File: config.mk
export PLATFORM = sky130hd
export DESIGN_NAME = cpu_flag_reg
export DESIGN_NICKNAME = d
export VERILOG_FILES = /design/src/rtl/flagreg_pkg.sv /design/src/rtl/flag_calc.sv /design/src/rtl/flag_bits.sv /design/src/rtl/prio_field.sv /design/src/rtl/cpu_flag_reg.sv
export SDC_FILE = /design/constraint.sdc
export NUM_CORES = 1
export LEC_CHECK = 0
export ABC_AREA = 1
export BUFFER_PORTS_ARGS = -buffer_cell sky130_fd_sc_hd__buf_2
export CAP_MARGIN = 10
export CELL_PAD_IN_SITES_DETAIL_PLACEMENT = 0
export CELL_PAD_IN_SITES_GLOBAL_PLACEMENT = 2
export CORE_ASPECT_RATIO = 1.25
export CORE_UTILIZATION = 11
export DETAILED_ROUTE_END_ITERATION = 10
export GPL_TIMING_DRIVEN = 0
export HOLD_SLACK_MARGIN = 0.15
export PLACE_DENSITY_LB_ADDON = 0.1
export SLEW_MARGIN = 15
export SYNTH_ARGS = -nofsm -noshare
export SYNTH_HDL_FRONTEND = slang
export SYNTH_SLANG_ARGS = --single-unit
export TNS_END_PERCENT = 30
File: constraint.sdc
create_clock -name clk -period 0.8 [get_ports clk]
set_input_delay 0.16 -clock clk [delete_from_list [all_inputs] [get_ports clk]]
set_output_delay 0.16 -clock clk [all_outputs]
set_load 0.01 [all_outputs]
File: src/rtl/flagreg_pkg.sv
package flagreg_pkg;
  // status word layout
  localparam int SR_W       = 16;
  localparam int POS_C      = 0;
  localparam int POS_Z      = 1;
  localparam int POS_OV     = 2;
  localparam int POS_N      = 3;
  localparam int POS_RA     = 4;
  localparam int POS_IPL_LO = 5;
  localparam int IPL_W      = 3;
  localparam int POS_DC     = 8;

  // index of each arithmetic flag in the enable / value vectors
  localparam int NFLAG = 5;
  localparam int FI_C  = 0;
  localparam int FI_Z  = 1;
  localparam int FI_OV = 2;
  localparam int FI_N  = 3;
  localparam int FI_DC = 4;

  typedef logic [NFLAG-1:0] flag_vec_t;
endpackage

File: src/rtl/flag_calc.sv
module flag_calc
  import flagreg_pkg::*;
#(
  parameter int DATA_W = 16
) (
  input  logic [DATA_W-1:0] res,
  input  logic [DATA_W-1:0] cout,
  input  logic              word,
  output flag_vec_t         hw_val,
  output logic              res_zero
);
  localparam int BYTE_W = DATA_W / 2;
  localparam int NIB_W  = BYTE_W / 2;
  localparam int MSB_W  = DATA_W - 1;
  localparam int MSB_B  = BYTE_W - 1;
  localparam int HC_W   = BYTE_W - 1;
  localparam int HC_B   = NIB_W - 1;

  // pick a bit of v at the word or byte position
  function automatic logic size_tap(input logic [DATA_W-1:0] v, input logic w,
                                    input int hi, input int lo);
    return w ? v[hi] : v[lo];
  endfunction

  // signed overflow: carry into MSB differs from carry out of MSB
  function automatic logic signed_ovf(input logic [DATA_W-1:0] c, input logic w);
    return w ? (c[MSB_W] ^ c[MSB_W-1]) : (c[MSB_B] ^ c[MSB_B-1]);
  endfunction

  function automatic logic sized_zero(input logic [DATA_W-1:0] r, input logic w);
    return w ? ~|r : ~|r[BYTE_W-1:0];
  endfunction

  always_comb begin
    res_zero      = sized_zero(res, word);
    hw_val        = '0;
    hw_val[FI_C]  = size_tap(cout, word, MSB_W, MSB_B);
    hw_val[FI_DC] = size_tap(cout, word, HC_W, HC_B);
    hw_val[FI_N]  = size_tap(res, word, MSB_W, MSB_B);
    hw_val[FI_OV] = signed_ovf(cout, word);
    hw_val[FI_Z]  = res_zero;
  end
endmodule

File: src/rtl/flag_bits.sv
module flag_bits
  import flagreg_pkg::*;
(
  input  logic      clk,
  input  logic      rst_n,
  input  flag_vec_t upd_en,
  input  flag_vec_t hw_val,
  input  logic      z_sticky,
  input  logic      sw_we,
  input  flag_vec_t sw_val,
  output flag_vec_t flag_q,
  output flag_vec_t sw_take
);
  flag_vec_t hw_eff;

  // sticky zero: zero result keeps Z, nonzero clears it
  always_comb begin
    hw_eff       = hw_val;
    hw_eff[FI_Z] = z_sticky ? (hw_val[FI_Z] & flag_q[FI_Z]) : hw_val[FI_Z];
  end

  for (genvar i = 0; i < NFLAG; i++) begin : g_flag
    assign sw_take[i] = sw_we & ~upd_en[i];
    always_ff @(posedge clk or negedge rst_n) begin
      if (!rst_n)          flag_q[i] <= 1'b0;
      else if (upd_en[i])  flag_q[i] <= hw_eff[i];
      else if (sw_take[i]) flag_q[i] <= sw_val[i];
    end
  end
endmodule

File: src/rtl/prio_field.sv
module prio_field
  import flagreg_pkg::*;
(
  input  logic             clk,
  input  logic             rst_n,
  input  logic             sw_we,
  input  logic [IPL_W-1:0] sw_ipl,
  input  logic             nest_dis,
  input  logic             ipl_hi,
  output logic [IPL_W-1:0] ipl_q,
  output logic [IPL_W:0]   prio,
  output logic             all_masked,
  output logic             ipl_load
);
  assign ipl_load = sw_we & ~nest_dis;

  always_ff @(posedge clk or negedge rst_n) begin
    if (!rst_n)        ipl_q <= '0;
    else if (ipl_load) ipl_q <= sw_ipl;
  end

  assign prio       = {ipl_hi, ipl_q};
  assign all_masked = &ipl_q;
endmodule

File: src/rtl/cpu_flag_reg.sv
module cpu_flag_reg
  import flagreg_pkg::*;
#(
  parameter int DATA_W = 16
) (
  input  logic              clk,
  input  logic              rst_n,
  input  logic [DATA_W-1:0] alu_res,
  input  logic [DATA_W-1:0] alu_cout,
  input  logic              alu_word,
  input  logic [NFLAG-1:0]  upd_en,
  input  logic              z_sticky,
  input  logic              rpt_set,
  input  logic              rpt_clr,
  input  logic              sw_we,
  input  logic [SR_W-1:0]   sw_wdata,
  input  logic              nest_dis,
  input  logic              ipl_hi,
  output logic [SR_W-1:0]   sr_q,
  output logic [IPL_W:0]    cpu_prio,
  output logic              user_irq_off
);
  flag_vec_t        hw_val, sw_val, flag_q, sw_take;
  logic             res_zero;
  logic             hw_c;
  logic [IPL_W-1:0] ipl_q;
  logic             ipl_load;
  logic             ra_q;
  logic             unused_wbits;

  assign unused_wbits = ^{sw_wdata[SR_W-1:POS_DC+1], sw_wdata[POS_RA]};

  flag_calc #(.DATA_W(DATA_W)) u_calc (
    .res      (alu_res),
    .cout     (alu_cout),
    .word     (alu_word),
    .hw_val   (hw_val),
    .res_zero (res_zero)
  );
  assign hw_c = hw_val[FI_C];

  always_comb begin
    sw_val        = '0;
    sw_val[FI_C]  = sw_wdata[POS_C];
    sw_val[FI_Z]  = sw_wdata[POS_Z];
    sw_val[FI_OV] = sw_wdata[POS_OV];
    sw_val[FI_N]  = sw_wdata[POS_N];
    sw_val[FI_DC] = sw_wdata[POS_DC];
  end

  flag_bits u_bits (
    .clk      (clk),
    .rst_n    (rst_n),
    .upd_en   (upd_en),
    .hw_val   (hw_val),
    .z_sticky (z_sticky),
    .sw_we    (sw_we),
    .sw_val   (sw_val),
    .flag_q   (flag_q),
    .sw_take  (sw_take)
  );

  prio_field u_prio (
    .clk        (clk),
    .rst_n      (rst_n),
    .sw_we      (sw_we),
    .sw_ipl     (sw_wdata[POS_IPL_LO +: IPL_W]),
    .nest_dis   (nest_dis),
    .ipl_hi     (ipl_hi),
    .ipl_q      (ipl_q),
    .prio       (cpu_prio),
    .all_masked (user_irq_off),
    .ipl_load   (ipl_load)
  );

  // repeat-loop-active bit: hardware only, clear wins
  always_ff @(posedge clk or negedge rst_n) begin
    if (!rst_n)       ra_q <= 1'b0;
    else if (rpt_clr) ra_q <= 1'b0;
    else if (rpt_set) ra_q <= 1'b1;
  end

  always_comb begin
    sr_q                           = '0;
    sr_q[POS_C]                    = flag_q[FI_C];
    sr_q[POS_Z]                    = flag_q[FI_Z];
    sr_q[POS_OV]                   = flag_q[FI_OV];
    sr_q[POS_N]                    = flag_q[FI_N];
    sr_q[POS_RA]                   = ra_q;
    sr_q[POS_IPL_LO +: IPL_W]      = ipl_q;
    sr_q[POS_DC]                   = flag_q[FI_DC];
  end
endmodule

==> impl_metrics.csv, run 1 <==
group,metric,value,unit
status,run_status,"finished, violations left",
status,violations,"negative setup slack",
clocking,cts.root.buffer_cell,"sky130_fd_sc_hd__clkbuf_8",
grt,grt_first_pass_wirelength,3.55,mm
cells_and_area,ff_latch_area,225,µm²
timing,min_period_over_period,136,%
grt,pin_count_of_the_biggest_net_entering_global_routing,10,
clocking,path_clk_slew,0.05,ns
timing,finClkSkew,0,ns
min_path,whs_endpoint,"u_bits.flag_q[0]",
pwr,p_total,1.60,mW
yosys,compound_cell_area_share_of_the_yosys_netlist,13.9,%
place,detailedPlace.worstSlack,-0.169,ns
cells_and_area,multi_input_comb_area,302,µm²
run,reported_max_cap_violation_count,0,
yosys,number_of_warnings_printed_during_yosys_synthesis,0,
yosys,synthesis.area,623,µm²
yosys,synthesis.area_per_instance,6.92,µm²
clocking,total_clock_buffers_created_by_cts,3,
drt,initialDrtViolationCount,18,
floorplan,row_count,30,
grt,first_global_vias,786,
place,post_dp_cell_area,1000,µm²
critical_path,crit-reg2reg-capture,"u_bits.flag_q[1]",
critical_path,critical_path.endpoint_type,"output port",
yosys,yosys_register_bits,9,
critical_path,setup.worst_path.class,"flop to output port",
clocking,cts-root-to-sink-buffers,2,
timing,hold_viol_final,0,
cells_and_area,design_area,1120,µm²
yosys,post-synth-top-area-fraction,36.1,%
clocking,clkLatencyLatePin,0.23,ns
drt,drt_first_pass_iters,2,
timing,timing.fmax,918,MHz
yosys,post_synth_num_cell_types,14,
timing,fin_crit,1.09,ns
critical_path,worst_setup_sp_type,"flop",
yosys,synth_xor_area_share,2.81,%
floorplan,dieArea,5970,µm²
pwr,static-leakage-power,0.628,nW
place,place_inst,215,
cells_and_area,final_cell_mix,"sky130_fd_sc_hd__buf_2 (50), sky130_fd_sc_hd__nor2_1 (24), sky130_fd_sc_hd__nand2_1 (13)",
yosys,adder_and_majority_gate_portion_of_the_synthesized_area,0,%
drt,via_per_inst,3.35,
timing,finalWorstSetupSlack,-0.290,ns
critical_path,critPathRequiredTime,0.64,ns
place,gp_congestion,0.675,
clocking,tritoncts_clock_tree,"built",
timing,hold_slack,0.143,ns
yosys,synthDominantAreaCellType,"sky130_fd_sc_hd__dfrtp_1",
grt,grt_remaining_overflow,0,
critical_path,worst-r2r-setup-slack,-0.04,ns
yosys,netlist_top_cells_area,"sky130_fd_sc_hd__dfrtp_1 (36%), sky130_fd_sc_hd__nor2_1 (15%), sky130_fd_sc_hd__buf_4 (14%)",
timing,setup-violations-final,14,
cells_and_area,leading_cell_type_in_the_layout_fill_and_taps_excluded,"sky130_fd_sc_hd__buf_2",
timing,report.final.slew_viol_count,0,
cells_and_area,layout.core_utilization,20.7,%
critical_path,cp_max_fo,3,
clocking,cts_num_sinks,9,
grt,grt_usage,7.70,%
floorplan,coreArea,5440,µm²
floorplan,fp.dieW,69.3,µm
critical_path,r2r_cells,6,
floorplan,fp.dieH,86.1,µm
pwr,power_density,1430,nW/µm²
floorplan,ios,83,
drt,number_of_remaining_drc_errors,0,
min_path,hold_class,"input pin to flop",
drt,avg_wl_per_cell,9.48,µm
drt,postRouteWirelength,2.11,mm
place,dpl.hpwl,1.76,mm
cells_and_area,insertedDiodeCount,0,
drt,routed-via-count,748,
critical_path,cp-startpoint,"u_prio.ipl_q[1]",
yosys,ys_seq_area_share,36.1,%
min_path,hold_start,"sw_wdata[0]",
min_path,hold_depth,3,
drt,detail-route-antenna-nets,0,
yosys,synth_top_family_by_area,"simple AND/OR/NAND/NOR gates",
cells_and_area,post_route_cells_drive_above_1_share,49.7,%
critical_path,origin_of_the_critical_flop_to_flop_path,"u_bits.flag_q[1]",
floorplan,floorplan.initialDensity,11.4,%
timing,setup-tns-final,-2.43,ns
critical_path,cp.arrival,0.93,ns
timing,grt_setup_unrepaired,"true",
cells_and_area,final_cell_count_no_fill,223,
pwr,largest_voltage_drop_on_the_vdd_net,0.449,mV
cells_and_area,final_nets,222,
yosys,post_synth_mux_area_share,0,%
yosys,simple_logic_cell_fraction_of_the_synthesized_area,26.7,%
grt,initial_antenna_violation_count,0,
clocking,cts.htree.levels,1,
place,placement.io_buffers,55,
cells_and_area,layout.filler_cells,628,
cells_and_area,area_delta_synth_final,80.5,%
yosys,count_of_mapped_cells_out_of_synthesis,90,
-- critical path, stage by stage, from the launching register on --
cell	delay [ns]
sky130_fd_sc_hd__dfrtp_1	0.39
sky130_fd_sc_hd__and3_1	0.18
sky130_fd_sc_hd__buf_2	0.13
-- power by group --
group / switching, mW / internal [mW]
sequential: 0.0349 / 0.504
clock: 0.192 / 0.348
combinational: 0.227 / 0.296
total: 0.454 / 1.15
-- cells by family after synthesis --
family | after synthesis
AND/OR/NAND/NOR | 42
buffers and inverters | 21
AO/OA/AOI/OAI | 15
flip-flops | 9
XOR/XNOR | 2
other | 1
-- how the worst max path moves through the flow --
| stage | endpoint | cells after the start |
|---|---|---|
| 4_1_cts | user_irq_off | 2 |
| 3_3_place_gp | u_prio.ipl_q[1] | 5 |
| 5_1_grt | user_irq_off | 2 |
| 3_5_place_dp | u_prio.ipl_q[2] | 5 |
| 6_report | user_irq_off | 2 |
| 2_1_floorplan | u_bits.flag_q[1] | 6 |
-- area by class of cell --
| class | count | share of cell area [%] |
|---|---|---|
| flip-flops and latches | 9 | 20.0 |
| multi-input cells | 66 | 26.8 |
| inverters | 9 | 3.00 |
| repair buffers | 59 | 30.7 |
| clock buffers | 4 | 4.00 |
| well taps | 64 | 7.12 |
| plain buffers | 12 | 8.34 |
-- cells in the mapped netlist (all sizes together) --
cell type	n
xnor2	2
nand3	1
and3	1
buf	12
o21ai	15
or2	1
conb	1
inv	9
nor2	25
dfrtp	9
nand2	14
-- flip-flops by register name, summed over array words and instances, names as in the netlist --
name and flops:
u_bits.flag_q 5, u_prio.ipl_q 3, ra_q 1
-- timing repair --
item	CTS	global route
endpoints found under the hold margin	13	0
resized for setup	5	5
setup endpoints to repair	14	19
pin swaps	1	0
hold buffers	2	0
setup buffers	2	0
-- layer usage --
layer	track usage, %	wire [µm]
met5	0	0
met4	2.78	30
met3	2.70	153
met2	14.6	1120
met1	7.72	809
No activity file was read; power rests on OpenSTA's default activity.
==> run 2: changes to the inputs <==
--- a/config.mk
+++ b/config.mk
@@ -5,13 +5,12 @@
 export SDC_FILE = /design/constraint.sdc
 export NUM_CORES = 1
 export LEC_CHECK = 0
-export ABC_AREA = 1
 export BUFFER_PORTS_ARGS = -buffer_cell sky130_fd_sc_hd__buf_2
 export CAP_MARGIN = 10
 export CELL_PAD_IN_SITES_DETAIL_PLACEMENT = 0
 export CELL_PAD_IN_SITES_GLOBAL_PLACEMENT = 2
 export CORE_ASPECT_RATIO = 1.25
-export CORE_UTILIZATION = 11
+export CORE_UTILIZATION = 12
 export DETAILED_ROUTE_END_ITERATION = 10
 export GPL_TIMING_DRIVEN = 0
 export HOLD_SLACK_MARGIN = 0.15
==> run 2 against run 1 <==
The flow still finishes with violations (negative setup slack); clock power is 5.4% lower; die area fell by 9.6%; critical path depth unchanged; fmax down 0.31%; count of clock-buffer cells in the layout is the same; via count is 15% lower; cell count fell by 17%; global-route usage fell by 1.4 points; non-clock buffer count is the same.
==> impl_metrics.csv, run 2 <==
group,metric,value,unit
status,run_status,"finished, violations left",
status,violations,"negative setup slack",
yosys,synth-async-reset-ratio,100,%
critical_path,cp-startpoint,"u_prio.ipl_q[1]",
yosys,synthesis.area,613,µm²
grt,grt_first_pass_wirelength,2.48,mm
timing,grt_setup_unrepaired,"true",
critical_path,r2r_cells,3,
cells_and_area,largest_register_ff_count,5,
critical_path,cpLargestDelayFamily,"flip-flops",
yosys,ys_seq_area_share,36.7,%
critical_path,cp.arrival,0.93,ns
critical_path,crit_path_max_incr_delay,0.39,ns
yosys,yosys_register_bits,9,
cells_and_area,largest-register,"u_bits.flag_q",
grt,grt_remaining_overflow,0,
cells_and_area,post_route_cells_drive_above_1_share,59.5,%
drt,postRouteWirelength,1.78,mm
floorplan,coreArea,4830,µm²
pwr,clkPwrFrac,32.5,%
timing,fin_crit,1.09,ns
floorplan,fp.dieW,65.9,µm
drt,drt_first_pass_iters,2,
clocking,postCtsHoldBufs,5,
drt,routed-via-count,639,
min_path,hold_class,"input pin to flop",
critical_path,origin_of_the_critical_flop_to_flop_path,"u_bits.flag_q[0]",
pwr,combPwrFrac,32.9,%
clocking,postCtsSetupBuffers,0,
drt,route.met3.wl,195,µm
yosys,count_of_mapped_cells_out_of_synthesis,59,
cells_and_area,layout.core_utilization,22.8,%
clocking,clkLatencyLatePin,0.23,ns
cells_and_area,final_cell_mix,"sky130_fd_sc_hd__buf_2 (50), sky130_fd_sc_hd__buf_4 (10), sky130_fd_sc_hd__dfrtp_1 (9)",
grt,grt_usage,6.30,%
critical_path,critPathRequiredTime,0.64,ns
floorplan,ios,83,
timing,report.final.slew_viol_count,0,
drt,avg_wl_per_cell,9.58,µm
grt,first_global_vias,563,
yosys,post_synth_num_cell_types,21,
critical_path,crit_path_end,"user_irq_off",
critical_path,cp_max_fo,4,
yosys,number_of_warnings_printed_during_yosys_synthesis,0,
timing,hold_slack,0.126,ns
clocking,path_clk_slew,0.04,ns
timing,timing.fmax,915,MHz
clocking,total_clock_buffers_created_by_cts,3,
cells_and_area,leading_cell_type_in_the_layout_fill_and_taps_excluded,"sky130_fd_sc_hd__buf_2",
yosys,synth_edf_count,0,
drt,detail-route-antenna-nets,0,
cells_and_area,largest_registers,"u_bits.flag_q (5), u_prio.ipl_q (3), ra_q (1)",
critical_path,crit-reg2reg-capture,"u_bits.flag_q[0]",
run,reported_max_cap_violation_count,0,
critical_path,worst_setup_sp_type,"flop",
grt,initial_antenna_violation_count,0,
drt,number_of_remaining_drc_errors,0,
pwr,switching_share,25.8,%
yosys,post-synth-top-area-fraction,36.7,%
pwr,largest_voltage_drop_on_the_vdd_net,0.322,mV
place,gp_congestion,0.598,
timing,finalWorstSetupSlack,-0.293,ns
clocking,cts_num_sinks,9,
place,dpl.hpwl,1.53,mm
yosys,synthDominantAreaCellType,"sky130_fd_sc_hd__dfrtp_1",
clocking,tritoncts_clock_tree,"built",
yosys,synth_ff_type,"sky130_fd_sc_hd__dfrtp_1",
drt,topRoutingLayerUsed,"met4",
cells_and_area,final_nets,189,
cells_and_area,area_delta_synth_final,79.6,%
drt,via_per_inst,3.44,
floorplan,row_count,28,
pwr,netSwitchingPower,0.406,mW
pwr,static-leakage-power,0.573,nW
place,placement.io_buffers,53,
yosys,netlist_top_cells_area,"sky130_fd_sc_hd__dfrtp_1 (37%), sky130_fd_sc_hd__buf_4 (15%), sky130_fd_sc_hd__mux2i_1 (8.2%)",
pwr,seq_power_share,34.6,%
timing,finClkSkew,0,ns
critical_path,setup.worst_path.class,"flop to output port",
grt,pin_count_of_the_biggest_net_entering_global_routing,11,
drt,initialDrtViolationCount,10,
pwr,power_density,1430,nW/µm²
pwr,internal_pwr_total,1.17,mW
critical_path,critical_path.slowest_cell,"sky130_fd_sc_hd__dfrtp_1",
timing,hold_viol_final,0,
floorplan,dieArea,5400,µm²
drt,routedLengthMet1,678,µm
critical_path,critical_path.endpoint_type,"output port",
critical_path,path_buf_inv,1,
critical_path,critical_path.cell_chain,"and3_1 > buf_2",
cells_and_area,insertedDiodeCount,0,
floorplan,fp.dieH,81.9,µm
floorplan,floorplan.initialDensity,12.7,%
clocking,cts.htree.levels,1,
critical_path,worst-r2r-setup-slack,-0.03,ns
clocking,cts.root.buffer_cell,"sky130_fd_sc_hd__clkbuf_8",
critical_path,cp_num_cells,2,
yosys,synth.most_common_cell,"sky130_fd_sc_hd__buf_4",
yosys,synthesis.area_per_instance,10.4,µm²
clocking,cts-root-to-sink-buffers,2,
drt,met2RoutedLength,875,µm
timing,setup-violations-final,18,
timing,min_period_over_period,137,%
yosys,synth.top_cells.by_count,"sky130_fd_sc_hd__buf_4 (12), sky130_fd_sc_hd__dfrtp_1 (9), sky130_fd_sc_hd__mux2i_1 (5)",
[run 2: final cells by class]
type                            count  area, µm²
Multi-Input combinational cell     41        305
Buffer                             13        106
Sequential cell                     9        225
Clock buffer                        4       45.0
Tap cell                           60       75.1
Timing Repair Buffer               58        340
Inverter                            1       3.75
Fill cell                         551       3730
[run 2: what timing repair did]
action,in CTS,in global routing
resized for setup,5,1
pin swaps,2,0
endpoints found under the hold margin,15,2
setup endpoints to repair,20,20
[run 2: metrics by stage]
step                area (µm²)  setup slack [ns]  setup TNS, ns  power [mW]  std cells
global route              1100            -0.340          -2.87        1.68        186
finish                    1100            -0.293          -2.11        1.58        186
global placement           980            -0.184         -0.721        1.02        178
CTS                       1100            -0.321          -2.47        1.63        186
floorplan                  639           -0.0598         -0.392       0.800         65
detailed placement         980            -0.194         -0.824        1.02        178
[run 2: cells by family (layout without fill, tap and decap cells)]
| group | count (synthesis) | in the layout | share of synthesized area [%] |
|---|---|---|---|
| buf+inv | 15 | 76 | 18.0 |
| simple gates | 13 | 13 | 14.5 |
| compound gates | 11 | 11 | 11.8 |
| flops | 9 | 9 | 36.7 |
| mux | 8 | 8 | 15.5 |
| xor+xnor | 2 | 2 | 2.86 |
| other cells | 1 | 7 | 0.612 |
[run 2: routing by layer]
layer,vias to the layer above,GRT usage [%]
li1,322,-
met1,277,6.12
met2,38,11.2
met3,2,1.94
met4,0,4.47
met5,-,0
[run 2: worst register-to-register path, stage by stage, from the launching register on]
cell	delay (ns)
sky130_fd_sc_hd__dfrtp_1	0.36
sky130_fd_sc_hd__nor2b_1	0.13
sky130_fd_sc_hd__a211oi_1	0.16
sky130_fd_sc_hd__a21oi_1	0.06
[run 2: power groups by stage]
stage	clock, mW	combinational [mW]	sequential, mW
after global routing	0.564	0.567	0.553
after floorplan	0	0.231	0.569
after CTS	0.551	0.525	0.549
after detailed placement	0	0.470	0.552
final	0.512	0.519	0.545
after global placement	0	0.467	0.551
[run 2: worst min-delay path by stage]
stage / start / endpoint / slack, ns / cells past startpoint
2_1_floorplan: rst_n / ra_q / -0.14 / 0
3_3_place_gp: rst_n / u_bits.flag_q[0] / 0.04 / 1
3_5_place_dp: rst_n / u_bits.flag_q[0] / 0.04 / 1
4_1_cts: upd_en[3] / u_bits.flag_q[3] / 0.12 / 2
5_1_grt: upd_en[3] / u_bits.flag_q[3] / 0.13 / 2
6_report: upd_en[3] / u_bits.flag_q[3] / 0.13 / 2
==> run 3: changes to the inputs <==
--- a/config.mk
+++ b/config.mk
@@ -15,6 +15,7 @@
 export GPL_TIMING_DRIVEN = 0
 export HOLD_SLACK_MARGIN = 0.15
 export PLACE_DENSITY_LB_ADDON = 0.1
+export REMOVE_ABC_BUFFERS = 1
 export SLEW_MARGIN = 15
 export SYNTH_ARGS = -nofsm -noshare
 export SYNTH_HDL_FRONTEND = slang
==> run 3 against run 2 <==
The run still ends with negative setup slack left; count of clock-buffer cells in the layout did not move; via count fell by 1.4%; sequential share of layout area rose by 1.7 points; total power fell by 2.1%; critical endpoint unchanged; largest cell class unchanged; largest power group unchanged.
==> impl_metrics.csv, run 3 (synthesis gave the netlist of run 2 again) <==
group,metric,value,unit
pwr,largest_voltage_drop_on_the_vdd_net,0.806,mV
critical_path,crit_path_max_incr_delay,0.38,ns
timing,finClkSkew,0,ns
timing,min_period_over_period,135,%
place,place_inst,165,
critical_path,worst_setup_sp_type,"flop",
clocking,cts_num_sinks,9,
run,reported_max_cap_violation_count,0,
drt,number_of_remaining_drc_errors,0,
timing,grt_setup_unrepaired,"true",
floorplan,row_count,28,
timing,hold_viol_final,0,
place,placement.io_buffers,54,
timing,setup-tns-final,-2.44,ns
cells_and_area,largest-register,"u_bits.flag_q",
drt,via_per_inst,3.58,
critical_path,critical_path.cell_chain,"and3_1 > buf_2",
critical_path,cp_max_fo,2,
place,post_dp_cell_area,875,µm²
pwr,p_total,1.54,mW
clocking,total_clock_buffers_created_by_cts,3,
status,run_status,"finished, violations left",
floorplan,fp.dieH,81.9,µm
timing,fin_crit,1.08,ns
timing,setup-violations-final,19,
cells_and_area,final_nets,179,
drt,avg_wl_per_cell,9.97,µm
cells_and_area,post_route_cells_drive_above_1_share,56.0,%
cells_and_area,area_delta_synth_final,65.7,%
clocking,cts.root.buffer_cell,"sky130_fd_sc_hd__clkbuf_8",
grt,grt_usage,6.64,%
clocking,path_clk_slew,0.05,ns
cells_and_area,final_cell_mix,"sky130_fd_sc_hd__buf_2 (50), sky130_fd_sc_hd__dfrtp_1 (9), sky130_fd_sc_hd__conb_1 (7)",
drt,detail-route-antenna-nets,0,
timing,report.final.slew_viol_count,0,
critical_path,setup.worst_path.class,"flop to output port",
cells_and_area,design_area,1020,µm²
critical_path,critical_path.slowest_cell,"sky130_fd_sc_hd__dfrtp_1",
drt,initialDrtViolationCount,3,
cells_and_area,final_cell_count_no_fill,176,
grt,pin_count_of_the_biggest_net_entering_global_routing,11,
drt,postRouteWirelength,1.75,mm
timing,finalWorstSetupSlack,-0.277,ns
floorplan,fp.dieW,65.9,µm
clocking,cts.htree.levels,1,
min_path,hold_class,"input pin to flop",
timing,hold_slack,0.119,ns
cells_and_area,leading_cell_type_in_the_layout_fill_and_taps_excluded,"sky130_fd_sc_hd__buf_2",
status,violations,"negative setup slack",
timing,timing.fmax,929,MHz
grt,grt_first_pass_wirelength,2.55,mm
grt,grt_remaining_overflow,0,
grt,initial_antenna_violation_count,0,
place,detailedPlace.worstSlack,-0.294,ns
drt,routed-via-count,630,
critical_path,cp.arrival,0.92,ns
floorplan,floorplan.initialDensity,12.7,%
cells_and_area,largest_register_ff_count,5,
pwr,power_density,1520,nW/µm²
clocking,tritoncts_clock_tree,"built",
clocking,postCtsHoldBufs,5,
floorplan,ios,83,
drt,drt_first_pass_iters,2,
cells_and_area,insertedDiodeCount,0,
place,gp_congestion,0.597,
floorplan,coreArea,4830,µm²
cells_and_area,largest_registers,"u_bits.flag_q (5), u_prio.ipl_q (3), ra_q (1)",
floorplan,dieArea,5400,µm²
place,dpl.hpwl,1.43,mm
grt,first_global_vias,590,
pwr,static-leakage-power,0.516,nW
cells_and_area,layout.filler_cells,560,
critical_path,critPathRequiredTime,0.64,ns
clocking,cts-root-to-sink-buffers,2,
critical_path,critical_path.endpoint_type,"output port",
clocking,clkLatencyLatePin,0.23,ns
cells_and_area,layout.core_utilization,21.0,%
[run 3: cell types whose count changed in the layout (fill, tap and decap cells not counted), sizes merged]
cell	delta
buf	-10
[run 3: final timing paths]
path                                 start                to  slack [ns]  cells after the start
max                        u_prio.ipl_q[0]      user_irq_off       -0.28                      2
max in group asynchronous            rst_n  u_bits.flag_q[1]        0.30                      2
max reg2reg                u_prio.ipl_q[0]   u_prio.ipl_q[0]       -0.10                      2
min                              upd_en[0]  u_bits.flag_q[0]        0.12                      2
min in group asynchronous            rst_n              ra_q        0.31                      2
min reg2reg                           ra_q              ra_q        0.50                      2
[run 3: routing by layer]
layer | up-vias | part of all wire (%) | global-route usage (%)
met3 | 5 | 12 | 2.22
met2 | 42 | 49 | 11.4
met5 | - | 0 | 0
li1 | 304 | - | -
met1 | 279 | 37 | 6.77
met4 | 0 | 2.4 | 4.47
[run 3: timing repair]
item                       4_1_cts  5_1_grt
setup endpoints to repair       21       20
setup buffers                    2        0
hold endpoints to repair        15        2
pin swaps                        2        1
resized for setup                5        1
[run 3: critical path, delay by kind of cell, from the launching register on]
kind	cells	cell delay [ns]
and+or+nand+nor	1	0.17
buffers and inverters	1	0.13
DFF	1	0.38
[run 3: final cells by class]
type	instances	area, µm²	share of cell area, %
Tap cell	60	75.1	7.39
Multi-Input combinational cell	41	307	30.2
Sequential cell	9	225	22.2
Timing Repair Buffer	61	360	35.5
Inverter	1	3.75	0.369
Clock buffer	4	45.0	4.43
[run 3: power breakdown]
group          internal, mW  switching [mW]
clock network         0.348           0.184
registers             0.508          0.0313
logic                 0.273           0.201
